## src/rtl/dbf_pkg.sv

```systemverilog
// Package for the alternating two-block FIFO.
// Holds the block selector type and the fixed status encoding.
package dbf_pkg;
    typedef enum logic {BLK_A = 1'b0, BLK_B = 1'b1} blk_t;
    localparam logic [15:0] BOTH_FULL_CODE = 16'h8080;
endpackage

```

## src/rtl/dbf_bank.sv

```systemverilog
// One storage block of DEPTH words.
// Has one write port and one combinational read port.
// Assumes the caller asserts wr_en only for accepted writes.
module dbf_bank #(
    parameter int WORD_W = 16,
    parameter int DEPTH  = 4,
    localparam int POS_W = $clog2(DEPTH)
) (
    input  logic              clk,
    input  logic              rst_n,
    input  logic              wr_en,
    input  logic [POS_W-1:0]  wr_pos,
    input  logic [WORD_W-1:0] wr_data,
    input  logic [POS_W-1:0]  rd_pos,
    output logic [WORD_W-1:0] rd_word
);
    logic [WORD_W-1:0] mem [DEPTH];

    // Clear all words on reset and store an accepted word at its position.
    always_ff @(posedge clk) begin
        if (!rst_n) begin
            for (int i = 0; i < DEPTH; i++) mem[i] <= '0;
        end else if (wr_en) begin
            mem[wr_pos] <= wr_data;
        end
    end

    // Present the word at the read position.
    always_comb rd_word = mem[rd_pos];
endmodule

```

## src/rtl/dbf_ctrl.sv

```systemverilog
// Ownership control for the two blocks.
// Tracks both positions and the full flag of each block. Decides when the
// two sides exchange blocks and produces the error pulses.
// Assumes the consumer block is always the one the producer does not own.
module dbf_ctrl
    import dbf_pkg::*;
#(
    parameter int DEPTH  = 4,
    localparam int POS_W = $clog2(DEPTH)
) (
    input  logic             clk,
    input  logic             rst_n,
    input  logic             push,
    input  logic             pop,
    output blk_t             wr_sel,
    output blk_t             rd_sel,
    output logic [POS_W-1:0] wr_pos,
    output logic [POS_W-1:0] rd_pos,
    output logic [1:0]       blk_full,
    output logic             accept,
    output logic             ovf,
    output logic             udf
);
    localparam logic [POS_W-1:0] LAST = POS_W'(DEPTH - 1);

    logic [1:0] full_nx;
    logic       swap;

    // The consumer always owns the block the producer does not.
    always_comb rd_sel = blk_t'(~wr_sel);

    // A write is accepted only when the producer's block has room.
    always_comb accept = push && !blk_full[wr_sel];

    // Apply fill and drain events, then check whether ownership must flip.
    always_comb begin
        full_nx = blk_full;
        if (accept && wr_pos == LAST) full_nx[wr_sel] = 1'b1;
        if (pop && rd_pos == LAST)    full_nx[rd_sel] = 1'b0;
        swap = full_nx[wr_sel] && !full_nx[rd_sel];
    end

    // State update for positions, flags, ownership and pulses.
    always_ff @(posedge clk) begin
        if (!rst_n) begin
            wr_sel   <= BLK_A;
            wr_pos   <= '0;
            rd_pos   <= '0;
            blk_full <= '0;
            ovf      <= 1'b0;
            udf      <= 1'b0;
        end else begin
            blk_full <= full_nx;
            ovf      <= push && blk_full[wr_sel];
            udf      <= pop && !blk_full[rd_sel];
            if (accept) wr_pos <= (wr_pos == LAST) ? '0 : wr_pos + 1'b1;
            if (pop)    rd_pos <= (rd_pos == LAST) ? '0 : rd_pos + 1'b1;
            if (swap)   wr_sel <= rd_sel;
        end
    end
endmodule

```

## src/rtl/dual_block_fifo.sv

```systemverilog
// Top of the alternating two-block word FIFO.
// Two storage blocks are used in turn by the producer and the consumer and
// change owner only as whole blocks. Outputs the DMA readiness and the
// both-full status. Assumes one clock for both sides.
module dual_block_fifo
    import dbf_pkg::*;
#(
    parameter int WORD_W = 16,
    parameter int DEPTH  = 4
) (
    input  logic              clk,
    input  logic              rst_n,
    input  logic              prod_wr_en,
    input  logic [WORD_W-1:0] prod_wr_data,
    output logic [WORD_W-1:0] prod_rd_data,
    input  logic              cons_rd_en,
    output logic [WORD_W-1:0] cons_rd_data,
    output logic              dma_avail,
    output logic [15:0]       both_full_status,
    output logic              wr_overflow,
    output logic              rd_underflow
);
    localparam int POS_W = $clog2(DEPTH);

    blk_t              wr_sel, rd_sel;
    logic [POS_W-1:0]  wr_pos, rd_pos;
    logic [1:0]        blk_full;
    logic              accept;
    logic [WORD_W-1:0] bank_word [2];

    dbf_ctrl #(.DEPTH(DEPTH)) u_ctrl (
        .clk(clk), .rst_n(rst_n), .push(prod_wr_en), .pop(cons_rd_en),
        .wr_sel(wr_sel), .rd_sel(rd_sel), .wr_pos(wr_pos), .rd_pos(rd_pos),
        .blk_full(blk_full), .accept(accept),
        .ovf(wr_overflow), .udf(rd_underflow)
    );

    for (genvar b = 0; b < 2; b++) begin : g_bank
        logic bank_we;
        // Route an accepted write to the block the producer owns.
        always_comb bank_we = accept && (wr_sel == blk_t'(b));
        dbf_bank #(.WORD_W(WORD_W), .DEPTH(DEPTH)) u_bank (
            .clk(clk), .rst_n(rst_n), .wr_en(bank_we), .wr_pos(wr_pos),
            .wr_data(prod_wr_data), .rd_pos(rd_pos), .rd_word(bank_word[b])
        );
    end

    // Drive the outputs from the consumer's block and the two full flags.
    always_comb begin
        prod_rd_data     = '0;
        cons_rd_data     = bank_word[rd_sel];
        dma_avail        = blk_full[rd_sel];
        both_full_status = (&blk_full) ? BOTH_FULL_CODE : 16'h0000;
    end
endmodule

```

## config.mk

```make
export PLATFORM = sky130hd
export DESIGN_NAME = dual_block_fifo
export DESIGN_NICKNAME = d
export VERILOG_FILES = /design/src/rtl/dbf_pkg.sv /design/src/rtl/dbf_bank.sv /design/src/rtl/dbf_ctrl.sv /design/src/rtl/dual_block_fifo.sv
export SDC_FILE = /design/constraint.sdc
export NUM_CORES = 1
export LEC_CHECK = 0
export ABC_CLOCK_PERIOD_IN_PS = 3700
export BUFFER_PORTS_ARGS = -buffer_cell sky130_fd_sc_hd__buf_2
export CELL_PAD_IN_SITES_DETAIL_PLACEMENT = 0
export CELL_PAD_IN_SITES_GLOBAL_PLACEMENT = 2
export CORE_ASPECT_RATIO = 1.75
export CORE_MARGIN = 2
export CORE_UTILIZATION = 43
export DETAILED_ROUTE_END_ITERATION = 16
export PLACE_DENSITY = 0.83
export SETUP_SLACK_MARGIN = 0.4
export SYNTH_ARGS = -nofsm -noshare
export SYNTH_HDL_FRONTEND = slang
export SYNTH_HIERARCHICAL = 1
export SYNTH_SLANG_ARGS = --single-unit
```

## constraint.sdc

```tcl
create_clock -name clk -period 3.7 [get_ports clk]
set_input_delay 0 -clock clk [delete_from_list [all_inputs] [get_ports clk]]
set_output_delay 0 -clock clk [all_outputs]
set_load 0.01 [all_outputs]
```

* After elaboration in Yosys (flattened, before gate mapping)
Memories as Yosys holds them, arrays and structs flattened. A register that Yosys moved wholly into a read port is not among the register bits. Cells that the tools add are included.
Word-level totals: register bits after elaboration 9, bits in writable memories 128, input bits 20, output and inout bits 51, logic and storage cells 75, memories kept 2
Operators by class: add/subtract/negate cells 2, magnitude comparators 5, equality and inequality tests 2, muxes and demuxes 37, bitwise gates (word level) 5, reductions and logical operators 16
Memory list:
- g_bank[0].u_bank.mem | words 4, width 16, read ports 1, clocked after memory_dff 1, write ports 4, line dbf_bank.sv:17 | logic [WORD_W-1:0] mem [DEPTH];
- g_bank[1].u_bank.mem | words 4, width 16, read ports 1, clocked after memory_dff 1, write ports 4, line dbf_bank.sv:17
Operators with widths (number):
- 2-to-1 mux 16 bit | 6
- OR reduction 16 bit | 2
- 2-to-1 mux 2 bit | 10
- 2-to-1 mux 1 bit | 19
- logical AND 1 bit | 10
- adder 2 x 1 -> 2 bit, second input constant | 2
- equality test 2 bit, second input constant | 2
- less-than comparator 1 x 2 -> 1 bit, second input constant | 2
- zero test 1 bit | 3
- bitwise AND 2 bit | 1
- demux 1 bit (select 1 bit) | 2
- >= comparator 1 bit, second input constant | 2
- >= comparator 2 bit, second input constant | 1
- inverter 1 -> 2 bit | 1
- inverter 2 bit | 1
- bitwise OR 2 bit | 1
- AND reduction 2 bit | 1
- inverter 1 bit | 1

* Longest topological paths before layout
depth in word-level cells 12, mapped depth 7, depth with buffers taken out 5

* Hierarchy
The synthesis kept the hierarchy.
By module, submodules not included:
- dbf_bank | instances 2, cells an instance 166, area an instance 2849.0 sq um, sequential area each 1921.8 sq um
- dual_block_fifo | instances 1, cells an instance 54, area an instance 515.5 sq um, sequential area each 0.0 sq um
- dbf_ctrl | instances 1, cells an instance 42, area an instance 404.1 sq um, sequential area each 180.2 sq um

* Least setup slack after synthesis
OpenSTA, ideal clock, no wires.
kind flip-flop to flip-flop, from register u_ctrl.wr_sel, to memory g_bank[0].u_bank.mem[0][0], enable pin, data arrival time 2.736 ns, data required time 3.286 ns, setup slack 0.550 ns, stages on the path, launching flop included 7, buffers on the path 1, path through dfxtp_1 > mux2i_1 > and2_4 > nor2b_1 > clkbuf_1 > inv_1 > o31ai_1
RTL lines:
- from (decl) | line dbf_ctrl.sv:15 | output blk_t wr_sel,
- from (signal assigned) | line dbf_ctrl.sv:58 | if (swap) wr_sel <= rd_sel;
- to (decl) | line dbf_bank.sv:17

==> impl_metrics.csv <==
group,metric,value,unit
outcome,status,"completed",
yosys,synth_common_cells,"128 x edfxtp_1, 100 x and2_1, 33 x and3_1, 31 x buf_4, 20 x mux4_2",
min_path,hold_path_startpoint,"rst_n",
pwr,leakagePower,3.161,nW
yosys,ys_types,37,
run,drv_cap,0,
floorplanning,die_h,168.1,um
global_routing,grt_use_met2,0.3223,
yosys,synth.most_common_cell,"edfxtp_1",
critical_path,crit_chain,"buf_4, mux4_2, mux2_2, buf_2",
critical_path,crit_path_start,"u_ctrl/rd_pos[0]",
yosys,yosys-top-cells-area,"edfxtp_1 58%, and2_1 9.5%, mux4_2 6.8%",
routing,vias_per_cell,5.252,
min_path,hp-class,"input port to flop",
floorplanning,start_util,0.4342,
global_routing,busiest_layer,"met2",
yosys,async_reset_ff_frac,0,
yosys,synthCells,428,
critical_path,worstSetupPathType,"flop to output pin",
critical_path,timing.rr.start,"u_ctrl/wr_sel",
critical_path,path_depth,4,
routing,drt_iter0_markers,259,
global_routing,overflow,0,
yosys,avgSynthCellArea,15.46,sq um
clocking,clockRootBuffer,"clkbuf_16",
sta,max_freq,0.3922,GHz
critical_path,crit_buf_inv,2,
routing,dr_total_vias,3645,
finish,instances_no_fill,694,
global_routing,use_met3,0.03694,
pwr,p_total,0.004246,W
finish,fin_area,7716,sq um
yosys,synth_warnings,6,
yosys,synth_compound_area_frac,0.01475,
finish,drive_above_1_share,0.2618,
critical_path,crit_slowest_cell,"dfxtp_2",
clocking,cts_tree,"yes",
yosys,synth-edff-count,128,
placed_design,hpwl,8.923,mm
floorplanning,core_area,15240,sq um
critical_path,path_delay_family,"flip-flops",
yosys,synth_top_cell_area_share,0.5808,
clocking,clock_latency,0.41,ns
global_routing,antenna_found_initial,0,
finish,diodes,0,
placed_design,dp_cells,645,
routing,wl_per_cell,19.88,um
global_routing,grt_pass1_wl,21.59,mm
global_routing,met1_usage,0.2048,
floorplanning,rows,60,
floorplanning,ios,71,
sta,rsz0062_at_grt,"false",
clocking,clkTransAtPathRegs,0.06,ns
finish,layout.nets,518,
placed_design,port_buffers,40,
routing,drc,0,
clocking,cts-htree-levels,4,
floorplanning,fp.dieArea,16440,sq um
critical_path,crit_fanout,26,
yosys,synthXorXnorAreaFrac,0,
finish,nFillCells,1270,
routing,ant_nets,0,
floorplanning,die_w,97.78,um
yosys,synthAdderAreaFrac,0.003781,
routing,totalWireLength,13.79,mm
critical_path,worstPathArrival,2.55,ns
yosys,ys.flop_type,"edfxtp_1",
routing,dr.pass1.iters,5,
yosys,syn_area,6618,sq um
sta,worst_pin_slew,1.125,ns
clocking,clock_sinks,137,
sta,drv_slew,0,
global_routing,grt_pass1_vias,3813,
global_routing,grt.total_usage,0.1777,
sta,fin_skew,0.009469,ns
sta,hold_viol_final,0,
yosys,yosys-mux-area-fraction,0.1548,
sta,max_slew_margin,0.2493,
yosys,synthSimpleGateAreaFrac,0.1543,
min_path,holdPathStages,3,
clocking,clockBufferDepth,2,
sta,setup_violations,0,
sta,period_needed,2.550,ns
global_routing,grt_max_degree,58,
critical_path,critical_path.startpoint_type,"flop",
clocking,cts_made_buffers,17,
yosys,synth_top_family_by_area,"multiplexers",
pwr,power_density,550.2,nW/um^2
critical_path,crit_path_max_incr_delay,0.89,ns
pwr,ir_worst_vdd,0.3041,mV
critical_path,end_kind,"output pin",
critical_path,crit_required,3.70,ns
placed_design,place_congestion,0.7724,
yosys,yosys_register_bits,137,
yosys,yosysTopAreaCell,"edfxtp_1",
sta,setup_tns,0,ns
finish,area_growth,16.60,%
critical_path,r2r_cells,6,
sta,fin_crit_sh,0.6892,
yosys,synth_seq_area_share,0.6081,
placed_design,placed_cell_area,6890,sq um
cell families (layout without fill, tap and decap cells):
group / Yosys count / count (layout)
fa+ha+maj: 2 / 2
simple gates: 163 / 163
compound gates: 14 / 14
other cells: 1 / 30
flops: 137 / 137
mux: 52 / 52
buf+inv: 59 / 110
layer usage:
layer  up-vias  wire [um]
li1       1683          -
met1      1825       5136
met2       124       7772
met3        13        624
met4         0        260
met5         -          0
stage by stage:
step	hold slack, ns	util	setup slack, ns
after global placement	0.2855	0.4521	1.211
final	0.2552	0.5063	1.150
after CTS	0.2324	0.5063	1.075
after floorplan	0.1138	-	0.5500
after detailed placement	0.2871	0.4521	1.144
after global routing	0.3075	0.5063	1.000
cells in the final DEF, fill, tap and decap left out, types with 3 or more instances in the layout:
cell type / synthesis / routed
edfxtp_1: 128 / 128
conb_1: 1 / 30
mux2i_1: 3 / 3
clkbuf_16: 0 / 17
dfxtp_1: 9 / 8
and3_1: 33 / 33
buf_4: 31 / 18
dlygate4sd3_1: 0 / 18
bufinv_16: 0 / 5
and2_1: 100 / 100
mux2_4: 10 / 10
and4b_1: 4 / 4
a21oi_1: 3 / 3
inv_1: 3 / 3
buf_2: 4 / 40
mux4_2: 20 / 20
nor2_1: 3 / 3
inv_6: 0 / 3
o21ai_1: 0 / 3
clkinv_4: 0 / 3
mux4_1: 12 / 12
nand2_1: 9 / 9
nor2b_1: 3 / 3
mux2_2: 7 / 7
where the power goes:
group | internal (W) | switching, W
combinational | 0.000247 | 0.000270
clock | 0.00120 | 0.000638
sequential | 0.00183 | 0.0000627
total | 0.00327 | 0.000971
registers in the layout (all words and copies together) (netlist names):
register,count
u_ctrl/rd_pos,2
g_bank.u_bank/mem,128
u_ctrl/ovf,1
u_ctrl/wr_pos,2
u_ctrl/udf,1
u_ctrl/wr_sel,1
u_ctrl/blk_full,2
final cells by class:
class | count | area [sq um] | share of cell area
flip-flops and latches | 137 | 4025 | 0.5216
multi-input cells | 261 | 2286 | 0.2963
repair buffers | 76 | 515.5 | 0.06681
clock buffers | 17 | 425.4 | 0.05513
well taps | 186 | 232.7 | 0.03016
clock inverters | 14 | 220.2 | 0.02854
inverters | 3 | 11.26 | 0.001459
worst min-delay path: cells and delay by family:
| kind | cells | cell delay (ns) |
|---|---|---|
| and+or+nand+nor | 2 | 0.22 |
| buffers and inverters | 1 | 0.39 |
final timing paths:
check                           endpoint  slack, ns
min                           u_ctrl/ovf       0.26
min reg2reg             u_ctrl/rd_pos[1]       0.55
max reg2reg  g_bank[0].u_bank/mem[1][13]       1.19
max                      cons_rd_data[2]       1.15
repair_timing:
action | CTS | global route
hold buffers | 18 | 0
gates resized for setup | 0 | 0
setup buffers | 0 | 0
hold endpoints to repair | 102 | 0
(Power assumes the default switching activity.)
